===== src/rtl/msq_pkg.sv =====
// Shared encodings for the multiply/ALU datapath.
// Assumes: op and load-select codes are pre-decoded by the instruction unit.
package msq_pkg;
    typedef enum logic [3:0] {
        OP_P_MOV  = 4'd0,
        OP_P_ADD  = 4'd1,
        OP_P_SUB  = 4'd2,
        OP_Y_MOV  = 4'd3,
        OP_Y_ADD  = 4'd4,
        OP_Y_SUB  = 4'd5,
        OP_Y_AND  = 4'd6,
        OP_Y_OR   = 4'd7,
        OP_Y_XOR  = 4'd8,
        OP_TST_SUB = 4'd9,
        OP_TST_AND = 4'd10
    } alu_op_e;

    typedef enum logic [2:0] {
        LD_X    = 3'd0,
        LD_Y_HI = 3'd1,
        LD_Y_LO = 3'd2,
        LD_A0_HI = 3'd3,
        LD_A0_LO = 3'd4,
        LD_A1_HI = 3'd5,
        LD_A1_LO = 3'd6,
        LD_NONE = 3'd7
    } ld_sel_e;

    localparam int CTL_SQ  = 0;
    localparam int CTL_KEEP0 = 1;
endpackage


===== src/rtl/msq_ctl_reg.sv =====
// Control register: square enable and per-accumulator keep-low bits.
// Assumes: a write takes effect from the next cycle on.
module msq_ctl_reg #(
    parameter int CW = 3
) (
    input  logic          clk,
    input  logic          rst_n,
    input  logic          wr,
    input  logic [CW-1:0] wdata,
    output logic [CW-1:0] q
);
    // Hold control bits, cleared on reset.
    always_ff @(posedge clk) begin
        if (!rst_n)  q <= '0;
        else if (wr) q <= wdata;
    end
endmodule


===== src/rtl/msq_operand_regs.sv =====
// Operand and product registers: x, y (high/low halves) and p = x * y_hi.
// Assumes: at most one load per cycle; the multiply uses pre-edge operands.
module msq_operand_regs
    import msq_pkg::*;
#(
    parameter int DW = 16,
    localparam int YW = 2 * DW,
    localparam int PW = 2 * DW
) (
    input  logic          clk,
    input  logic          rst_n,
    input  logic          ld_valid,
    input  logic [2:0]    ld_sel,
    input  logic [DW-1:0] ld_data,
    input  logic          sq_en,
    input  logic          mul_en,
    output logic [DW-1:0] x_q,
    output logic [YW-1:0] y_q,
    output logic [PW-1:0] p_q
);
    logic x_we, yh_we, yl_we;
    logic signed [PW-1:0] prod;

    // Decode which operand register each load writes.
    always_comb begin
        yh_we = ld_valid && (ld_sel == LD_Y_HI);
        yl_we = ld_valid && (ld_sel == LD_Y_LO);
        x_we  = ld_valid && ((ld_sel == LD_X) || (sq_en && ld_sel == LD_Y_HI));
        prod  = $signed(x_q) * $signed(y_q[YW-1:DW]);
    end

    // x register, also written by y-high loads in squaring mode.
    always_ff @(posedge clk) begin
        if (!rst_n)    x_q <= '0;
        else if (x_we) x_q <= ld_data;
    end

    // y register halves, each written independently.
    always_ff @(posedge clk) begin
        if (!rst_n) begin
            y_q <= '0;
        end else begin
            if (yh_we) y_q[YW-1:DW] <= ld_data;
            if (yl_we) y_q[DW-1:0]  <= ld_data;
        end
    end

    // Product register, one multiply per enabled cycle.
    always_ff @(posedge clk) begin
        if (!rst_n)      p_q <= '0;
        else if (mul_en) p_q <= prod;
    end
endmodule


===== src/rtl/msq_alu.sv =====
// Combinational ALU: combines a source accumulator with p or y.
// Assumes: p and y are sign-extended to accumulator width before use.
module msq_alu
    import msq_pkg::*;
#(
    parameter int DW = 16,
    parameter int GW = 4,
    localparam int PW = 2 * DW,
    localparam int AW = PW + GW
) (
    input  logic [3:0]    op_code,
    input  logic [AW-1:0] src,
    input  logic [PW-1:0] p_in,
    input  logic [PW-1:0] y_in,
    output logic [AW-1:0] res,
    output logic          wr_en,
    output logic          flag_en,
    output logic [2:0]    flags
);
    logic [AW-1:0] ext_p, ext_y, opnd;
    logic [AW:0]   sum, dif;
    logic          v;

    // Pick the operand and compute both wide add and subtract.
    always_comb begin
        ext_p = {{GW{p_in[PW-1]}}, p_in};
        ext_y = {{GW{y_in[PW-1]}}, y_in};
        opnd  = (op_code <= OP_P_SUB) ? ext_p : ext_y;
        sum   = {src[AW-1], src} + {opnd[AW-1], opnd};
        dif   = {src[AW-1], src} - {opnd[AW-1], opnd};
    end

    // Select the result, write enable and overflow per operation.
    always_comb begin
        res = '0; v = 1'b0; wr_en = 1'b0; flag_en = 1'b1;
        case (op_code)
            OP_P_MOV, OP_Y_MOV: begin res = opnd; wr_en = 1'b1; end
            OP_P_ADD, OP_Y_ADD: begin res = sum[AW-1:0]; v = sum[AW] ^ sum[AW-1]; wr_en = 1'b1; end
            OP_P_SUB, OP_Y_SUB: begin res = dif[AW-1:0]; v = dif[AW] ^ dif[AW-1]; wr_en = 1'b1; end
            OP_Y_AND:   begin res = src & opnd; wr_en = 1'b1; end
            OP_Y_OR:    begin res = src | opnd; wr_en = 1'b1; end
            OP_Y_XOR:   begin res = src ^ opnd; wr_en = 1'b1; end
            OP_TST_SUB: begin res = dif[AW-1:0]; v = dif[AW] ^ dif[AW-1]; end
            OP_TST_AND: res = src & opnd;
            default:    flag_en = 1'b0;
        endcase
        flags = {res[AW-1], (res == '0), v};
    end
endmodule


===== src/rtl/msq_acc_bank.sv =====
// Accumulator bank: per-accumulator half loads and ALU writes.
// Assumes: the ALU write has priority over a load to the same accumulator.
module msq_acc_bank
    import msq_pkg::*;
#(
    parameter int DW = 16,
    parameter int GW = 4,
    parameter int NACC = 2,
    localparam int AW = 2 * DW + GW
) (
    input  logic             clk,
    input  logic             rst_n,
    input  logic             ld_valid,
    input  logic [2:0]       ld_sel,
    input  logic [DW-1:0]    ld_data,
    input  logic [NACC-1:0]  keep_lo,
    input  logic             alu_we,
    input  logic             alu_dst,
    input  logic [AW-1:0]    alu_res,
    output logic [NACC*AW-1:0] acc_flat
);
    localparam int HW = AW - DW;

    for (genvar g = 0; g < NACC; g++) begin : g_acc
        localparam logic [2:0] SEL_HI = 3'(int'(LD_A0_HI) + 2 * g);
        localparam logic [2:0] SEL_LO = 3'(int'(LD_A0_LO) + 2 * g);
        logic [AW-1:0] acc;
        logic          hi_we, lo_we, a_we;

        // Decode the write sources for this accumulator.
        always_comb begin
            hi_we = ld_valid && (ld_sel == SEL_HI);
            lo_we = ld_valid && (ld_sel == SEL_LO);
            a_we  = alu_we && (32'(alu_dst) == g);
        end

        // Accumulator update: ALU write first, otherwise half loads.
        always_ff @(posedge clk) begin
            if (!rst_n) begin
                acc <= '0;
            end else if (a_we) begin
                acc <= alu_res;
            end else if (hi_we) begin
                acc[AW-1:DW] <= {{(HW-DW){ld_data[DW-1]}}, ld_data};
                if (!keep_lo[g]) acc[DW-1:0] <= '0;
            end else if (lo_we) begin
                acc[DW-1:0] <= ld_data;
            end
        end

        assign acc_flat[g*AW +: AW] = acc;
    end
endmodule


===== src/rtl/mac_square_unit.sv =====
// Top of the multiply/ALU datapath with squaring mode.
// Assumes: pre-decoded controls, one load and one ALU op per cycle.
module mac_square_unit
    import msq_pkg::*;
#(
    parameter int DW = 16,
    parameter int GW = 4,
    localparam int NACC = 2,
    localparam int CW = 1 + NACC,
    localparam int PW = 2 * DW,
    localparam int AW = PW + GW
) (
    input  logic          clk,
    input  logic          rst_n,
    input  logic          ctl_wr,
    input  logic [CW-1:0] ctl_wdata,
    input  logic          ld_valid,
    input  logic [2:0]    ld_sel,
    input  logic [DW-1:0] ld_data,
    input  logic          mul_en,
    input  logic          op_valid,
    input  logic [3:0]    op_code,
    input  logic          op_dst,
    input  logic          op_src,
    output logic [CW-1:0] ctl_q,
    output logic [DW-1:0] x_q,
    output logic [PW-1:0] y_q,
    output logic [PW-1:0] p_q,
    output logic [AW-1:0] a0_q,
    output logic [AW-1:0] a1_q,
    output logic [2:0]    flags_q
);
    logic [NACC*AW-1:0] acc_flat;
    logic [AW-1:0]      src_acc, alu_res;
    logic               alu_wr, flag_en;
    logic [2:0]         alu_flags;

    msq_ctl_reg #(.CW(CW)) u_ctl (
        .clk(clk), .rst_n(rst_n), .wr(ctl_wr), .wdata(ctl_wdata), .q(ctl_q)
    );

    msq_operand_regs #(.DW(DW)) u_opnd (
        .clk(clk), .rst_n(rst_n), .ld_valid(ld_valid), .ld_sel(ld_sel),
        .ld_data(ld_data), .sq_en(ctl_q[CTL_SQ]), .mul_en(mul_en),
        .x_q(x_q), .y_q(y_q), .p_q(p_q)
    );

    // Route the selected source accumulator to the ALU.
    assign src_acc = op_src ? acc_flat[AW +: AW] : acc_flat[0 +: AW];

    msq_alu #(.DW(DW), .GW(GW)) u_alu (
        .op_code(op_code), .src(src_acc), .p_in(p_q), .y_in(y_q),
        .res(alu_res), .wr_en(alu_wr), .flag_en(flag_en), .flags(alu_flags)
    );

    msq_acc_bank #(.DW(DW), .GW(GW), .NACC(NACC)) u_acc (
        .clk(clk), .rst_n(rst_n), .ld_valid(ld_valid), .ld_sel(ld_sel),
        .ld_data(ld_data), .keep_lo(ctl_q[CTL_KEEP0 +: NACC]),
        .alu_we(op_valid && alu_wr), .alu_dst(op_dst), .alu_res(alu_res),
        .acc_flat(acc_flat)
    );

    // Flag register, updated by every recognised valid operation.
    always_ff @(posedge clk) begin
        if (!rst_n)                    flags_q <= '0;
        else if (op_valid && flag_en)  flags_q <= alu_flags;
    end

    assign a0_q = acc_flat[0 +: AW];
    assign a1_q = acc_flat[AW +: AW];
endmodule


===== config.mk =====
export PLATFORM = sky130hd
export DESIGN_NAME = mac_square_unit
export DESIGN_NICKNAME = d
export VERILOG_FILES = /design/src/rtl/msq_pkg.sv /design/src/rtl/msq_ctl_reg.sv /design/src/rtl/msq_operand_regs.sv /design/src/rtl/msq_alu.sv /design/src/rtl/msq_acc_bank.sv /design/src/rtl/mac_square_unit.sv
export SDC_FILE = /design/constraint.sdc
export NUM_CORES = 1
export LEC_CHECK = 0
export ABC_AREA = 1
export BUFFER_PORTS_ARGS = -buffer_cell sky130_fd_sc_hd__buf_2
export CORE_AREA = 2 2 218 306
export CTS_BUF_LIST = sky130_fd_sc_hd__clkbuf_4 sky130_fd_sc_hd__clkbuf_8
export DETAILED_ROUTE_END_ITERATION = 10
export DIE_AREA = 0 0 220 308
export RECOVER_POWER = 100
export SLEW_MARGIN = 40
export SYNTH_ARGS = -nofsm -noshare
export SYNTH_HDL_FRONTEND = slang
export SYNTH_HIERARCHICAL = 1
export SYNTH_SLANG_ARGS = --single-unit

===== constraint.sdc =====
create_clock -name clk -period 12.7 [get_ports clk]
set_input_delay 2.54 -clock clk [delete_from_list [all_inputs] [get_ports clk]]
set_output_delay 2.54 -clock clk [all_outputs]
set_load 0.01 [all_outputs]

Word-level counts from Yosys, hierarchy flattened --
Index checks and enable logic that the tools add are counted.
Cells by class: bitwise logic cells 6, mux-type cells 16, order comparisons 1, reduce and logical (&&, ||, !) cells 28, $mul 1, $add $sub $neg 2, equality and inequality tests 18
Operators with widths (number):
- one-hot mux 36 bit (6 select lines) | 1
- two-way mux 36 bit | 4
- two-way mux 16 bit | 6
- two-way mux 20 bit | 2
- adder 36 x 36 -> 37 bit | 1
- subtractor 36 x 36 -> 37 bit | 1
- AND 36 bit | 1
- logical NOT 36 bit | 1
- bitwise OR 36 bit | 1
- XOR 36 bit | 1
- multiplier 16 x 16 -> 32 bit | 1
- equality test 4 x 3 -> 1 bit (second input constant) | 4
- equality test 4 bit (second input constant) | 3
- logical AND 1 bit | 12
- OR reduction 11 bit | 1
- equality test 3 bit (second input constant) | 3
- OR reduction 9 bit | 1
- equality test 4 x 2 -> 1 bit (second input constant) | 2
- equality test 3 x 2 -> 1 bit (second input constant) | 2
- inequality test 3 bit (second input constant) | 2
- nonzero test 3 bit | 2
- OR reduction 2 bit | 3
- equality test 4 x 1 -> 1 bit (second input constant) | 1
- less-or-equal comparator 4 x 2 -> 1 bit (second input constant) | 1
- other kinds (11) | 15
Storage, ports and cells: input port bits 34, output and inout bits 158, register bits 158, word-level logic and storage cells 82

Longest topological paths before layout --
Gate-level depths: netlist of run 1.
word-level depth 7, gate-level depth with buffers 30, mapped depth without buffers 29

Hierarchy --
The synthesis of run 1 kept the hierarchy.
By module, submodules not included:
- msq_operand_regs | sequential area each 1601.5 um^2, times used 1, area each 13684.4 um^2, cells each 1850
- msq_alu | sequential area each 0.0 um^2, times used 1, area each 7729.9 um^2, cells each 1470
- msq_acc_bank | sequential area each 1441.4 um^2, times used 1, area each 3562.2 um^2, cells each 560
- mac_square_unit | sequential area each 60.1 um^2, times used 1, area each 762.0 um^2, cells each 137
- msq_ctl_reg | sequential area each 60.1 um^2, times used 1, area each 116.4 um^2, cells each 18

Least setup slack after synthesis of run 1 --
No wires, ideal clock.
kind input-to-reg, start in op_code[2], end reg flags_q[0], stages 21, buffers on the path 3, required time 12587 ps, arrival time 5613 ps, setup slack 6973 ps, library setup time 113 ps, path through nor2_4 nand2_2 buf_2 o21ai_0 inv_1 ha_1 clkbuf_1 nand2_1 nor3_1 inv_1 nor4_1 nand3_1 nand3_1 a21oi_1 o21bai_1 a21oi_1 o21ai_0 nand2_1 buf_4 nor2_1 nor2_1
On the way: cells in the longest elaborated chain, start to end 5, elaborated cells between the ends (all ways) 23, classes of those cells add/sub: 2; order compare: 1; eq/ne: 10; mux: 3; bitwise: 2; reduce/logical: 5
RTL lines:
- start: declaration | RTL line mac_square_unit.sv:22 | input logic [3:0] op_code,
- less-or-equal comparator 4 x 2 -> 1 bit | RTL line msq_alu.sv:28 | opnd = (op_code <= OP_P_SUB) ? ext_p : ext_y;
- two-way mux 36 bit | RTL line msq_alu.sv:28
- subtractor 36 x 36 -> 37 bit / adder 36 x 36 -> 37 bit (equally long branches) | RTL line msq_alu.sv:30, msq_alu.sv:29
- XOR 1 bit, on equally long branches | RTL line msq_alu.sv:39, msq_alu.sv:43, msq_alu.sv:38
- one-hot mux 1 bit (2 select lines) (*) | RTL line msq_alu.sv:36 | case (op_code)
- via u_alu.v | RTL line msq_alu.sv:22 | logic v;
- end signal: assignment | RTL line mac_square_unit.sv:66 | else if (op_valid && flag_en) flags_q <= alu_flags;
- end: declaration | RTL line mac_square_unit.sv:31 | output logic [2:0] flags_q
Mark *: on every way through the listed nets, which the timed path passes. The rest lies on a longest branch. A chain may end at the register's enable or synchronous reset.

Worst setup path in the final report of run 1 --
start in op_src, end reg u_acc.g_acc[0].acc[34]
On the way: cells in the longest elaborated chain, start to end 4, elaborated cells between the ends (all ways) 8, classes of those cells add/sub: 2; mux: 3; bitwise: 3
RTL lines:
- start: declaration | RTL line mac_square_unit.sv:24 | input logic op_src,
- two-way mux 36 bit (*) | RTL line mac_square_unit.sv:49 | assign src_acc = op_src ? acc_flat[AW +: AW] : acc_flat[0 +: AW];
- via src_acc[21] | RTL line mac_square_unit.sv:34 | logic [AW-1:0] src_acc, alu_res;
- subtractor 36 x 36 -> 37 bit / adder 36 x 36 -> 37 bit (equally long branches) | RTL line msq_alu.sv:30, msq_alu.sv:29
- one-hot mux 36 bit (6 select lines) (*) | RTL line msq_alu.sv:36
- via alu_res[34] | RTL line mac_square_unit.sv:34
- two-way mux 36 bit (*) | RTL line msq_acc_bank.sv:41 | end else if (a_we) begin
- end signal: assignment | RTL line msq_acc_bank.sv:42 | acc <= alu_res;
- end signal: indexed assignment | RTL line msq_acc_bank.sv:44 | acc[AW-1:DW] <= {{(HW-DW){ld_data[DW-1]}}, ld_data};
- end signal: indexed assignment | RTL line msq_acc_bank.sv:47 | acc[DW-1:0] <= ld_data;
- end: declaration | RTL line msq_acc_bank.sv:27 | logic [AW-1:0] acc;
Marks and branches as above.

==> flow_metrics.tcl, run 1 <==
set metrics [dict create \
    status "finished, violations left" \
    violations "max-capacitance violations, max-slew violations" \
    critPathLaunch "op_src" \
    avgSynthCellArea_sq_um 6.41 \
    worstPathRequired_ns 13.07 \
    clk_pin_slew_ns 0.10 \
    clk_latency_ns 0.60 \
    crit_arrival_ns 9.90 \
    synth_top_area_frac 0.204 \
    grt_pass1_wl_mm 161 \
    hpwl_mm 88.5 \
    synth_async_sr_flop_share 0 \
    clock_path_buffers 2 \
    max-vdd-ir-drop_mv 0.0622 \
    placed_cell_area_sq_um 27400 \
    rr_endpoint "u_opnd/p_q[30]" \
    worstPathMaxFanout 48 \
    cpMaxStageDelayCell "clkbuf_1" \
    cts_made_buffers 17 \
    synthDistinctLibCells 54 \
    fin_skew_ns 0.0312 \
    drive_gt1_frac 0.0480 \
    hold_viol 0 \
    dr_total_vias 26200 \
    power_density_nw_per_um2 66.2 \
    cts_setup_buffers 0 \
    period_needed_ns 9.53 \
    crit_end "u_acc/g_acc[0].acc[34]" \
    start_util 0.398 \
    yosys_warnings 6 \
    drt-initial-drc-count 2014 \
    multiInputGateArea_sq_um 18400 \
    design.core.area_sq_um 65000 \
    r2r_start "u_opnd/y_q[18]" \
    yosysSeqAreaShare 0.122 \
    period_share 0.750 \
    dp_worst_setup_slack_ns 4.85 \
    end_kind "flip-flop" \
    rows 111 \
    htreeDepth 4 \
    grtUsageTotal 0.325 \
    synth_area_leaders "fa_1 (20%), nand2_1 (14%), inv_1 (13%), dfxtp_1 (12%), ha_1 (10%)" \
    fillers 7218 \
    reg2reg_depth 21 \
    r2r_slack_ns 5.61 \
    cap_viol_max_count 4 \
    syn_to_final_growth_pct 6.36 \
    final_area_sq_um 27500 \
    hold_path.class "flip-flop to flip-flop" \
    wire_per_inst_um 22.0 \
    tightest_slew_ns 4.32 \
    cp_num_cells 19 \
    syn_area_sq_um 25900 \
    gp_congestion 1.07 \
    dp_cells 4942 \
    io_buffers 191 \
    syn_inst 4035 \
    clock.fmax_ghz 0.105 \
    synth_area_leader_cell "fa_1" \
    antenna_found_initial 4 \
    die-width_um 220 \
    worst_path_largest_cell_delay_ns 1.99 \
    final_cells 4977 \
    crit_type "input pin to flip-flop" \
    synth_edf_count 0 \
    root_buffer "clkbuf_8" \
    cts_tree "done" \
    slew_headroom -1.88 \
    first_pass_iters 6 \
    yosysMostFrequentCell "nand2_1" \
    cp-start-kind "input pin" \
    ff_latch_area_sq_um 3160 \
    fin_tns_setup_ns 0 \
    viasPerCell 5.26 \
    drv_slew 211 \
    crit_chain "clkbuf_1, clkbuf_1, nand2_1, o21ai_0, inv_1, ha_1, nand2_1, nor2_1, inv_1, nor4_1, nand3_1, nand3_1, a21oi_1, o21ai_0, nand3_1, inv_1, nor2_1, a21oi_1, a21oi_1" \
    synthTopCellsByCount "nand2_1 (996), inv_1 (900), nor2_1 (429), fa_1 (263), ha_1 (211)" \
    fin_nets 4622 \
    cts_hold_buf 0 \
    synthesis.nets 4543 \
    num_io_pins 192 \
    ant_nets 0 \
    drt-total-wl_mm 109 \
    cts.sinks 158 \
    rsz0062_at_grt "false" \
    first_global_vias 26100 \
    p_leak_uw 0.0148 \
    cpLargestDelayFamily "buffers and inverters" \
    critPathBufInv 5 \
    grt_max_degree 95 \
    die_h_um 308 \
    setup_viol 0 \
    hold_path_startpoint "u_acc/g_acc[1].acc[16]" \
    postCtsResizedCells 0 \
    total_power_uw 1820 \
    die_area_sq_um 67800 \
    drcViolationCount 0 \
    ys_ff_latch 158 \
    overflow 0 \
    ys.flop_type "dfxtp_1" \
    layout_setup_ws_ns 3.17 \
]
## worst reg2reg max path: stages (launching register included)
cell,delay [ns]
dfxtp_1,0.32
clkbuf_1,1.01
nand2_1,0.27
inv_1,0.14
fa_1,0.57
fa_1,0.85
inv_1,0.16
fa_1,0.50
inv_1,0.05
fa_1,0.57
fa_1,0.45
fa_1,0.46
ha_1,0.40
nand2_1,0.12
nor2_1,0.17
nand2_1,0.16
nor3_1,0.16
nand2_1,0.19
nand3_1,0.14
nand3_1,0.16
nand2_1,0.12
inv_1,0.04
## state kept, by name, indices dropped and copies added (netlist names)
register / flops
u_ctl/q: 3
flags_q: 3
u_opnd/x_q: 16
u_acc/g_acc.acc: 72
u_opnd/y_q: 32
u_opnd/p_q: 32
## cell families after synthesis
group / share of synthesized area
AO/OA/AOI/OAI: 0.132
XOR/XNOR: 0.00508
adder cells (fa/ha/maj): 0.306
buffers and inverters: 0.164
flip-flops: 0.122
AND/OR/NAND/NOR: 0.271
## per-stage QoR
stage / hold slack (ns) / utilization
floorplan: 0.496 / -
global placement: 0.470 / 0.421
detailed placement: 0.477 / 0.421
CTS: 0.491 / 0.428
global route: 0.509 / 0.423
finish: 0.492 / 0.423
## layout make-up
cell class | count | area share
Timing Repair Buffer | 227 | 0.0357
Clock inverter | 14 | 0.00673
Inverter | 915 | 0.125
Multi-Input combinational cell | 2795 | 0.670
Antenna cell | 3 | 0.000273
Sequential cell | 158 | 0.115
Clock buffer | 18 | 0.00901
Tap cell | 847 | 0.0385
## power by group
group / switching, uW / internal (uW)
combinational: 578 / 218
sequential: 45.8 / 524
clock: 265 / 191
total: 888 / 933
## worst min-delay path by stage
stage               slack, ns                endpoint  cells past startpoint
global route             0.51  u_acc/g_acc[1].acc[35]                      2
global placement         0.47  u_acc/g_acc[1].acc[16]                      2
finish                   0.49  u_acc/g_acc[1].acc[16]                      2
detailed placement       0.48  u_acc/g_acc[1].acc[17]                      2
CTS                      0.49  u_acc/g_acc[1].acc[34]                      2
floorplan                0.50  u_acc/g_acc[1].acc[31]                      2
## layout by cell type, fill, tap and decap left out, types with 15 or more instances in the layout
| master | count |
|---|---|
| a21boi_0 | 19 |
| a21oi_1 | 187 |
| a221oi_1 | 20 |
| a31oi_1 | 22 |
| buf_2 | 58 |
| buf_4 | 15 |
| clkbuf_1 | 154 |
| clkbuf_8 | 18 |
| dfxtp_1 | 158 |
| fa_1 | 263 |
| ha_1 | 211 |
| inv_1 | 897 |
| inv_2 | 17 |
| nand2_1 | 999 |
| nand2_2 | 16 |
| nand3_1 | 184 |
| nand4_1 | 23 |
| nor2_1 | 429 |
| nor3_1 | 31 |
| o21ai_0 | 194 |
| o21ai_1 | 35 |
| o21ai_2 | 30 |
| o21bai_1 | 16 |
| o22ai_1 | 29 |
## routing by layer
metal  up-vias  wire [um]  track usage
met2       961      54200        0.568
met5         -         11            0
met3       306       5630       0.0402
met1     12500      41000        0.364
li1      12400          -            -
met4         2       8520        0.231
(Power assumes the default switching activity.)
==> run 2: changes to the inputs <==
Settings changed: ABC_AREA 1 to 0, CORE_AREA 2 2 218 306 to 2 2 213 299, DIE_AREA 0 0 220 308 to 0 0 215 301.
Clock period 12.7 ns to 9 ns, I/O delays scaled along.
==> run 2 against run 1 <==
Against the previous run:
- the flow still finishes with violations (max-capacitance violations, max-slew violations)
- sequential cell count unchanged
- setup slack got worse by 2.4 ns
- sequential share of layout area increased by 0.55 points
- clock skew decreased by 0.0025 ns
- global-route usage decreased by 3.8 points
- synthesized area decreased by 4.9%
- die area decreased by 4.5%
- critical path type unchanged
- wire length decreased by 14%
- register-to-register slack got worse by 3.7 ns
- via count decreased by 12%
- critical path depth decreased by 1
==> flow_metrics.tcl, run 2 <==
set metrics [dict create \
    design.core.area_sq_um 61900 \
    yosysSeqAreaShare 0.129 \
    die_area_sq_um 64700 \
    multiInputGateArea_sq_um 19200 \
    r2r_slack_ns 1.93 \
    synth_area_leaders "fa_1 (21%), dfxtp_1 (13%), ha_1 (11%), inv_1 (6.0%), nand2_1 (4.9%)" \
    clk_latency_ns 0.54 \
    viasPerCell 5.90 \
    antenna_found_initial 6 \
    period_needed_ns 8.24 \
    worstPathRequired_ns 9.46 \
    first_global_vias 23200 \
    setup_viol 0 \
    rsz0062_at_grt "false" \
    synthSimpleGateAreaFrac 0.179 \
    status "finished, violations left" \
    synthTopCellsByCount "inv_1 (394), nand2_1 (318), fa_1 (263), ha_1 (211), o21ai_0 (160)" \
    critPathLaunch "op_code[0]" \
    overflow 0 \
    gp_congestion 1.05 \
    final_cells 3900 \
    ys.flop_type "dfxtp_1" \
    cts_tree "done" \
    ant_nets 0 \
    rr_endpoint "u_opnd/p_q[29]" \
    hold_path_startpoint "flags_q[0]" \
    synthDistinctLibCells 98 \
    die-width_um 215 \
    top_regs "u_acc/g_acc.acc (72), u_opnd/p_q (32), u_opnd/y_q (32)" \
    die_h_um 301 \
    crit_type "input pin to flip-flop" \
    drt-initial-drc-count 1948 \
    drcViolationCount 0 \
    cap_viol_max_count 3 \
    p_leak_uw 0.0119 \
    slew_headroom -1.47 \
    worstPathMaxFanout 29 \
    ys_ff_latch 158 \
    fin_nets 3570 \
    postCtsResizedCells 0 \
    cp-start-kind "input pin" \
    final_common_cell "inv_1" \
    hold_path.class "flip-flop to flip-flop" \
    cts.sinks 158 \
    synthesis.nets 3500 \
    clock.fmax_ghz 0.121 \
    total_power_uw 2230 \
    yosys_warnings 6 \
    period_share 0.915 \
    avgSynthCellArea_sq_um 8.22 \
    synth_top_area_frac 0.214 \
    synth_top_family_by_area "adder cells" \
    worstHoldPathCells 2 \
    end_kind "flip-flop" \
    synth_edf_count 0 \
    power_density_nw_per_um2 84.8 \
    num_io_pins 192 \
    cts_made_buffers 17 \
    final_cell_mix "inv_1 (395), nand2_1 (317), fa_1 (263)" \
    min_to "flags_q[0]" \
    synthAdderAreaFrac 0.322 \
    wire_per_inst_um 24.1 \
    violations "max-capacitance violations, max-slew violations" \
    dp_cells 3867 \
    r2r_start "u_opnd/y_q[20]" \
    io_buffers 191 \
    htreeDepth 4 \
    grtUsageTotal 0.287 \
    rows 108 \
    largest_reg_flops 72 \
    start_util 0.397 \
    ff_latch_area_sq_um 3160 \
    whs_ns 0.479 \
    drive_gt1_frac 0.0667 \
    fin_skew_ns 0.0287 \
    first_pass_iters 8 \
    syn_area_sq_um 24600 \
    synth_async_sr_flop_share 0 \
    synth_xor_area_frac 0.0182 \
    fillers 6554 \
    reg2reg_depth 19 \
    synth_compound_area_frac 0.194 \
    max-vdd-ir-drop_mv 0.0983 \
    yosysMostFrequentCell "inv_1" \
    grt_max_degree 97 \
    drt-total-wl_mm 93.8 \
    cts_setup_buffers 0 \
    clock_path_buffers 2 \
    cts_hold_buf 0 \
    syn_inst 2992 \
    regMostFlops "u_acc/g_acc.acc" \
    syn_to_final_growth_pct 6.78 \
    hold_viol 0 \
    fin_tns_setup_ns 0 \
    root_buffer "clkbuf_8" \
    tightest_slew_ns 3.71 \
    grt_pass1_wl_mm 141 \
    crit_arrival_ns 8.70 \
    synth_mux_area_frac 0.0656 \
    clk_pin_slew_ns 0.10 \
    synth_area_leader_cell "fa_1" \
    drv_slew 188 \
    hpwl_mm 73.1 \
    dr_total_vias 23000 \
]
[run 2: area by class of cell]
class | count | share of cell area
inverters | 396 | 0.0566
multi-input cells | 2260 | 0.730
diodes | 1 | 0.0000953
clock buffers | 18 | 0.00944
repair buffers | 229 | 0.0389
flip-flops and latches | 158 | 0.121
clock inverters | 13 | 0.00496
well taps | 825 | 0.0393
[run 2: report_power, final]
part	switching (uW)	leakage (uW)	internal (uW)
combinational	581	0.0104	308
sequential	48.3	0.00129	729
clock	331	0.000184	230
[run 2: cells by family after synthesis]
family	Yosys count
adder cells (fa/ha/maj)	474
AND/OR/NAND/NOR	879
multiplexers	143
flip-flops	158
AO/OA/AOI/OAI	713
buffers and inverters	574
XOR/XNOR	51
[run 2: per-layer routing]
metal  wire [um]  global-route usage  up-vias  share of wire
li1            -                   -    10300              -
met3        6050              0.0341      244          0.064
met1       36100               0.342    11500           0.39
met5          33                   0        -        0.00035
met4        5710               0.152        4          0.061
met2       45900               0.506      986           0.49
[run 2: critical path: stages]
cell and delay [ns]:
clkbuf_1 0.50, a211oi_4 0.84, mux2_1 0.52, ha_1 0.38
inv_1 0.06, ha_1 0.22, a2111oi_0 0.83, o41ai_2 0.28
a21oi_1 0.34, o2111a_1 0.22, o32ai_1 0.10, or4_1 0.59
nor4_1 0.78, nand4_1 0.24, or4_1 0.61, nor2_1 0.14
nand4_1 0.08, o21ai_0 0.17
[run 2: through the flow]
stage	util	instance area (sq um)	setup WS (ns)
2_1_floorplan	-	24600	1.33
3_3_place_gp	0.421	26100	1.03
3_5_place_dp	0.422	26100	0.970
4_1_cts	0.428	26500	1.53
5_1_grt	0.424	26200	0.517
6_report	0.424	26200	0.762
[run 2: how the worst max path moves through the flow]
stage | endpoint
global placement | flags_q[1]
global route | flags_q[1]
floorplan | flags_q[1]
CTS | flags_q[1]
finish | flags_q[1]
detailed placement | flags_q[1]
